==> src/rtl/nearxfer_pkg.sv <==
package nearxfer_pkg;

    localparam int VA_W       = 64;
    localparam int DISP_W     = 32;
    localparam int IMM_W      = 16;
    localparam int SLOT_BYTES = 8;

    typedef enum logic [1:0] {
        K_CALL_REL = 2'd0,
        K_CALL_IND = 2'd1,
        K_RET      = 2'd2,
        K_RET_IMM  = 2'd3
    } xfer_kind_e;

    typedef enum logic [1:0] {
        S_IDLE  = 2'd0,
        S_FETCH = 2'd1,
        S_PUSH  = 2'd2,
        S_POP   = 2'd3
    } seq_state_e;

    typedef struct packed {
        xfer_kind_e            kind;
        logic                  opnd_mem;
        logic [VA_W-1:0]       next_ip;
        logic [VA_W-1:0]       rsp;
        logic [VA_W-1:0]       target;
        logic [VA_W-1:0]       opnd_addr;
        logic [IMM_W-1:0]      imm;
    } xfer_cmd_t;

    function automatic logic [VA_W-1:0] sext_disp(input logic [DISP_W-1:0] d);
        return {{(VA_W-DISP_W){d[DISP_W-1]}}, d};
    endfunction

    function automatic logic [VA_W-1:0] zext_imm(input logic [IMM_W-1:0] v);
        return {{(VA_W-IMM_W){1'b0}}, v};
    endfunction

endpackage

==> src/rtl/nearxfer_target_sel.sv <==
module nearxfer_target_sel
    import nearxfer_pkg::*;
(
    input  xfer_kind_e         kind,
    input  logic [VA_W-1:0]    next_ip,
    input  logic [DISP_W-1:0]  disp,
    input  logic [VA_W-1:0]    opnd_reg,
    output logic [VA_W-1:0]    target
);
    always_comb begin
        unique case (kind)
            K_CALL_REL: target = next_ip + sext_disp(disp);
            K_CALL_IND: target = opnd_reg;
            default:    target = '0;
        endcase
    end
endmodule

==> src/rtl/nearxfer_stack_agu.sv <==
module nearxfer_stack_agu
    import nearxfer_pkg::*;
#(
    parameter int AW    = VA_W,
    parameter int IW    = IMM_W,
    parameter int SLOT  = SLOT_BYTES
) (
    input  logic [AW-1:0]  ss_base,
    input  logic [AW-1:0]  rsp,
    input  logic [IW-1:0]  imm,
    input  logic           use_imm,
    output logic [AW-1:0]  push_addr,
    output logic [AW-1:0]  pop_addr,
    output logic [AW-1:0]  rsp_after_push,
    output logic [AW-1:0]  rsp_after_pop
);
    localparam logic [AW-1:0] SLOT_V = AW'(SLOT);

    logic [AW-1:0] release_bytes;

    always_comb begin
        release_bytes  = use_imm ? {{(AW-IW){1'b0}}, imm} : '0;
        rsp_after_push = rsp - SLOT_V;
        rsp_after_pop  = rsp + SLOT_V + release_bytes;
        push_addr      = ss_base + rsp_after_push;
        pop_addr       = ss_base + rsp;
    end
endmodule

==> src/rtl/nearxfer_ctrl.sv <==
module nearxfer_ctrl
    import nearxfer_pkg::*;
(
    input  logic               clk,
    input  logic               rst,
    input  logic               cmd_valid,
    input  xfer_cmd_t          cmd_in,
    input  logic [VA_W-1:0]    push_addr,
    input  logic [VA_W-1:0]    pop_addr,
    input  logic [VA_W-1:0]    rsp_after_push,
    input  logic [VA_W-1:0]    rsp_after_pop,
    input  logic [VA_W-1:0]    mem_rdata,
    input  logic               mem_ready,
    output xfer_cmd_t          cmd_q,
    output logic [VA_W-1:0]    mem_addr,
    output logic [VA_W-1:0]    mem_wdata,
    output logic               mem_rd,
    output logic               mem_wr,
    output logic [VA_W-1:0]    rip_q,
    output logic [VA_W-1:0]    rsp_q,
    output logic               done,
    output logic               busy
);
    seq_state_e state;

    always_ff @(posedge clk) begin
        if (rst) begin
            state <= S_IDLE;
            cmd_q <= '0;
            rip_q <= '0;
            rsp_q <= '0;
            done  <= 1'b0;
        end else begin
            done <= 1'b0;
            unique case (state)
                S_IDLE: begin
                    if (cmd_valid) begin
                        cmd_q <= cmd_in;
                        unique case (cmd_in.kind)
                            K_CALL_REL: state <= S_PUSH;
                            K_CALL_IND: state <= cmd_in.opnd_mem ? S_FETCH : S_PUSH;
                            default:    state <= S_POP;
                        endcase
                    end
                end
                S_FETCH: begin
                    if (mem_ready) begin
                        cmd_q.target <= mem_rdata;
                        state        <= S_PUSH;
                    end
                end
                S_PUSH: begin
                    if (mem_ready) begin
                        rip_q <= cmd_q.target;
                        rsp_q <= rsp_after_push;
                        done  <= 1'b1;
                        state <= S_IDLE;
                    end
                end
                S_POP: begin
                    if (mem_ready) begin
                        rip_q <= mem_rdata;
                        rsp_q <= rsp_after_pop;
                        done  <= 1'b1;
                        state <= S_IDLE;
                    end
                end
                default: state <= S_IDLE;
            endcase
        end
    end

    always_comb begin
        mem_rd    = (state == S_FETCH) || (state == S_POP);
        mem_wr    = (state == S_PUSH);
        busy      = (state != S_IDLE);
        mem_wdata = mem_wr ? cmd_q.next_ip : '0;
        unique case (state)
            S_FETCH: mem_addr = cmd_q.opnd_addr;
            S_PUSH:  mem_addr = push_addr;
            S_POP:   mem_addr = pop_addr;
            default: mem_addr = '0;
        endcase
    end
endmodule

==> src/rtl/nearxfer_seq.sv <==
module nearxfer_seq
    import nearxfer_pkg::*;
(
    input  logic               clk,
    input  logic               rst,
    input  logic               cmd_valid,
    input  logic [1:0]         cmd_kind,
    input  logic [VA_W-1:0]    cmd_next_ip,
    input  logic [VA_W-1:0]    cmd_rsp,
    input  logic [DISP_W-1:0]  cmd_disp,
    input  logic [IMM_W-1:0]   cmd_imm,
    input  logic               cmd_opnd_mem,
    input  logic [VA_W-1:0]    cmd_opnd_reg,
    input  logic [VA_W-1:0]    cmd_opnd_addr,
    input  logic [VA_W-1:0]    ss_base,
    output logic               busy,
    output logic [VA_W-1:0]    mem_addr,
    output logic [VA_W-1:0]    mem_wdata,
    output logic               mem_rd,
    output logic               mem_wr,
    input  logic [VA_W-1:0]    mem_rdata,
    input  logic               mem_ready,
    output logic [VA_W-1:0]    rip_out,
    output logic [VA_W-1:0]    rsp_out,
    output logic               done
);
    xfer_kind_e      kind_in;
    logic [VA_W-1:0] early_target;
    xfer_cmd_t       cmd_in;
    xfer_cmd_t       cmd_q;
    logic [VA_W-1:0] push_addr, pop_addr, rsp_after_push, rsp_after_pop;

    assign kind_in = xfer_kind_e'(cmd_kind);

    nearxfer_target_sel u_tsel (
        .kind     (kind_in),
        .next_ip  (cmd_next_ip),
        .disp     (cmd_disp),
        .opnd_reg (cmd_opnd_reg),
        .target   (early_target)
    );

    always_comb begin
        cmd_in.kind      = kind_in;
        cmd_in.opnd_mem  = cmd_opnd_mem;
        cmd_in.next_ip   = cmd_next_ip;
        cmd_in.rsp       = cmd_rsp;
        cmd_in.target    = early_target;
        cmd_in.opnd_addr = cmd_opnd_addr;
        cmd_in.imm       = cmd_imm;
    end

    nearxfer_stack_agu #(
        .AW   (VA_W),
        .IW   (IMM_W),
        .SLOT (SLOT_BYTES)
    ) u_agu (
        .ss_base        (ss_base),
        .rsp            (cmd_q.rsp),
        .imm            (cmd_q.imm),
        .use_imm        (cmd_q.kind == K_RET_IMM),
        .push_addr      (push_addr),
        .pop_addr       (pop_addr),
        .rsp_after_push (rsp_after_push),
        .rsp_after_pop  (rsp_after_pop)
    );

    nearxfer_ctrl u_ctrl (
        .clk            (clk),
        .rst            (rst),
        .cmd_valid      (cmd_valid),
        .cmd_in         (cmd_in),
        .push_addr      (push_addr),
        .pop_addr       (pop_addr),
        .rsp_after_push (rsp_after_push),
        .rsp_after_pop  (rsp_after_pop),
        .mem_rdata      (mem_rdata),
        .mem_ready      (mem_ready),
        .cmd_q          (cmd_q),
        .mem_addr       (mem_addr),
        .mem_wdata      (mem_wdata),
        .mem_rd         (mem_rd),
        .mem_wr         (mem_wr),
        .rip_q          (rip_out),
        .rsp_q          (rsp_out),
        .done           (done),
        .busy           (busy)
    );
endmodule

==> config.mk <==
export PLATFORM = sky130hd
export DESIGN_NAME = nearxfer_seq
export DESIGN_NICKNAME = d
export VERILOG_FILES = /design/src/rtl/nearxfer_pkg.sv /design/src/rtl/nearxfer_target_sel.sv /design/src/rtl/nearxfer_stack_agu.sv /design/src/rtl/nearxfer_ctrl.sv /design/src/rtl/nearxfer_seq.sv
export SDC_FILE = /design/constraint.sdc
export NUM_CORES = 2
export LEC_CHECK = 0
export BUFFER_PORTS_ARGS = -buffer_cell sky130_fd_sc_hd__buf_2
export CORE_AREA = 8 8 268 270
export DETAILED_ROUTE_END_ITERATION = 8
export DIE_AREA = 0 0 276 278
export HOLD_SLACK_MARGIN = 0.1
export MAX_ROUTING_LAYER = met4
export SETUP_SLACK_MARGIN = 0.15
export SLEW_MARGIN = 20
export SYNTH_ARGS = -nofsm -noshare
export SYNTH_HDL_FRONTEND = slang
export SYNTH_SLANG_ARGS = --single-unit
==> constraint.sdc <==
create_clock -name clk -period 13.82 [get_ports clk]
set_input_delay 4.146 -clock clk [delete_from_list [all_inputs] [get_ports clk]]
set_output_delay 4.146 -clock clk [all_outputs]
set_load 0.02 [all_outputs]
==> impl_results.md <==
- Number of vias per cell after detailed routing: 5.70
- Total number of placement rows: 96
- Top cells by count, synth: 851 x sky130_fd_sc_hd__nand2_1, 422 x sky130_fd_sc_hd__a21oi_1, 405 x sky130_fd_sc_hd__dfxtp_1
- GR Overflow Total: 0
- Part of the Yosys area used for sequential elements: 29.3%
- I/O pin cnt: 699
- Synth Flop Type: sky130_fd_sc_hd__dfxtp_1
- Number of setup violations in the final report: 0
- Top-area cell type share of the netlist area: 29.3%
- Number of enable flip-flop cells after synthesis: 0
- Global-route usage over all layers: 30.4%
- Port-buffer cells: 698
- H-tree depth: 2
- CTS tree: done
- Shortest clock period the worst path allows after layout: 12060 ps
- Tightest hold margin: 449 ps
- Area used by multi-input combinational logic: 18300 um^2
- Post-synthesis area per instance: 7.23 um^2
- Root buffer cell: sky130_fd_sc_hd__clkbuf_16
- CP endpoint kind: primary output
- Fraction of final layout cells with drive strength greater than 1: 19.9%
- Number of instances in the synthesized netlist: 3831
- Layout Area Growth over Synthesis: 20.5%
- Pin count of the biggest net entering global routing: 101
- Clock slew at reported path FFs: 60 ps
- Final Hold Viols: 0
- Global-route wire length before repair: 181000 um
- Drt drc: 0
- Resize count post-CTS: 0
- Sum of net half-perimeters after detailed placement: 92500 um
- Share of synthesized registers carrying an async set or reset: 0%
- Hold Crit Class: reg2reg
- Total leakage power: 14.9 nW
- Count of filler cells inserted in the layout: 7065
- Setup repair after global routing missed its margin: no
- Highest attainable clock frequency: 0.0829 GHz
- Antenna violations before repair: 37
- Worst-Skew Late Latency: 600 ps
- Final count of pins violating max slew: 0
- DRC marker count from the first detailed-route iteration: 2371
- Biggest fanout along the worst timing path: 5
- First drt pass iteration count: 6
- NumNets Final: 4927
- CORE AREA: 67700 um^2
- Starting density of the core: 40.9%
- Die span in x: 276 um
- Synthesized area: 27700 um^2
- Worst setup path class: in2out
- Number of routed nets with antenna violations: 0
- # Max-Cap Violations: 0
- Maximum resistive drop on vdd: 0.0802 mV
- Area used by sequential logic in the layout: 8110 um^2
- Most used standard cell by instance count after synthesis: sky130_fd_sc_hd__nand2_1
- Clock Path Buffers: 3
- CP Data Arrival Time: 7910 ps
- Number of cells on the worst hold path: 2
- Wire length reported by the detailed router: 120000 um
- Cell variety after synth: 77
- Via count of the first global-routing pass: 29.4k
- Via count of the routed design: 30.1k
- Status: finished, final reports clean
- Ordered list of cells on the worst path: buf_2 -> ha_1 -> fa_1 -> a21o_1 -> a21o_1 -> a211oi_1 -> o21ai_0 -> a32o_1 -> o21bai_1 -> a211o_1 -> a2111oi_0 -> or4b_2 -> nand3_1 -> buf_2
- TritonCTS Sinks: 405
- Overall die area: 76700 um^2
- Library cell with the largest summed area after synthesis: sky130_fd_sc_hd__dfxtp_1
- Number of warnings reported in the yosys synthesis log: 0
- Required time reported for the critical path endpoint: 9670 ps
- Post-Synthesis Net Count: 4439
- Transition time at the pin with the least slew margin: 1060 ps
- Register bit count reported by yosys: 405
- Setup TNS after final layout: 0 ps
- Number of buffers inserted during clock tree synthesis: 52
- Depth of the worst register-to-register path: 10
- Quantity of hold-fixing buffers added after cts: 0
- Pwr dens: 120 nW/um^2
- Headroom to the max-slew limit: 29.6%
- Crit path max-delay cell type: sky130_fd_sc_hd__or4b_2
- Cell types occupying the most area after synthesis: sky130_fd_sc_hd__dfxtp_1 29%, sky130_fd_sc_hd__nand2_1 12%, sky130_fd_sc_hd__a21oi_1 7.6%, sky130_fd_sc_hd__ha_1 7.5%, sky130_fd_sc_hd__xnor2_1 4.1%
- Post-CTS Setup Bufs: 0
- Vertical die dimension: 278 um
- Final cycle utilization of the critical path: 87.3%
- Wirelength per Cell: 22.8 um
- Largest stage delay on the critical path: 630 ps
- Final weighted congestion of routability-driven global placement: 1.00
- Fin Clk Skew: 12.4 ps
- Element type at the critical path start: input pin
## per-stage QoR
| stage | std cells | power (mW) | utilization, % | setup WS, ps | cell area [um^2] |
|---|---|---|---|---|---|
| 2_1_floorplan | 3831 | 2.15 | - | 2420 | 27700 |
| 3_3_place_gp | 5147 | 2.57 | 46.5 | 1730 | 31500 |
| 3_5_place_dp | 5147 | 2.57 | 46.5 | 1720 | 31500 |
| 4_1_cts | 5243 | 4.01 | 49.1 | 1720 | 33300 |
| 5_1_grt | 5271 | 4.19 | 49.2 | 1430 | 33300 |
| 6_report | 5273 | 3.99 | 49.2 | 1760 | 33300 |
## power breakdown
part	internal, mW	total, mW	switching (mW)
clock network	0.866	1.43	0.569
logic	0.440	1.23	0.794
registers	1.25	1.32	0.0689
total	2.56	3.99	1.43
## placed cells by master, fill, tap and decap left out, drive strengths merged, types with 15 or more instances in the layout
cell	netlist	layout
buf	19	728
a311oi	63	63
nor3	93	93
mux2i	15	15
nor4	20	20
nor2	249	249
o21bai	38	38
o21ai	204	204
nand2	851	851
ha	166	166
nand2b	17	17
inv	52	54
a31oi	37	37
nand4	57	57
dfxtp	405	405
a21o	85	85
or3	33	33
clkbuf	275	75
o31ai	15	15
and2	87	87
a221oi	50	50
diode	0	30
and3	47	47
xor2	97	97
o211ai	16	16
nand3	49	49
xnor2	129	129
or2	15	15
a21oi	422	422
a211oi	37	37
a221o	19	19
## layer usage
metal	GRT usage [%]	up-vias	routed length, um
li1	-	14600	-
met1	36.8	14200	50100
met2	51.6	1069	58100
met3	5.43	184	8220
met4	9.12	0	3770
met5	-	-	0
## flip-flops by register name, indices dropped and copies added, names as in the netlist
name / count
u_ctrl.cmd_q: 274
u_ctrl.rip_q: 64
u_ctrl.rsp_q: 64
u_ctrl.state: 2
u_ctrl.done: 1
## layout make-up
| class | count | area share, % |
|---|---|---|
| sequential | 405 | 24.3 |
| clock inverter | 21 | 0.769 |
| clock buffer | 75 | 4.61 |
| multi-input combinational | 3080 | 55.0 |
| antenna | 30 | 0.225 |
| timing repair buffer | 728 | 11.2 |
| inverter | 52 | 0.585 |
| tap | 882 | 3.31 |
## cell families (layout without fill, tap and decap cells)
logic type      after synthesis  count (layout)  synth area share, %
other cells                   0              30                    0
fa+ha+maj                   169             169                 7.72
buf+inv                     346             876                 4.73
xor+xnor                    226             226                 7.15
flops                       405             405                 29.3
mux                          17              17                0.624
simple gates               1567            1567                 25.3
compound gates             1101            1101                 25.2
## critical path: cells and delay by family
family	cells	cell delay, ps
simple gates	2	750
fa+ha+maj	2	650
compound gates	8	2090
buf+inv	2	270
## worst paths after layout
kind	from	to	slack (ps)
max	ss_base[0]	mem_addr[62]	1760
min	u_ctrl.rsp_q[13]$_SDFFE_PP0P_	u_ctrl.rsp_q[13]$_SDFFE_PP0P_	450
max reg2reg	u_ctrl.state[0]$_SDFFE_PP0P_	u_ctrl.cmd_q[108]$_SDFFE_PP0P_	8960
min reg2reg	u_ctrl.rsp_q[13]$_SDFFE_PP0P_	u_ctrl.rsp_q[13]$_SDFFE_PP0P_	450
Power figures use the tool's default switching activity.
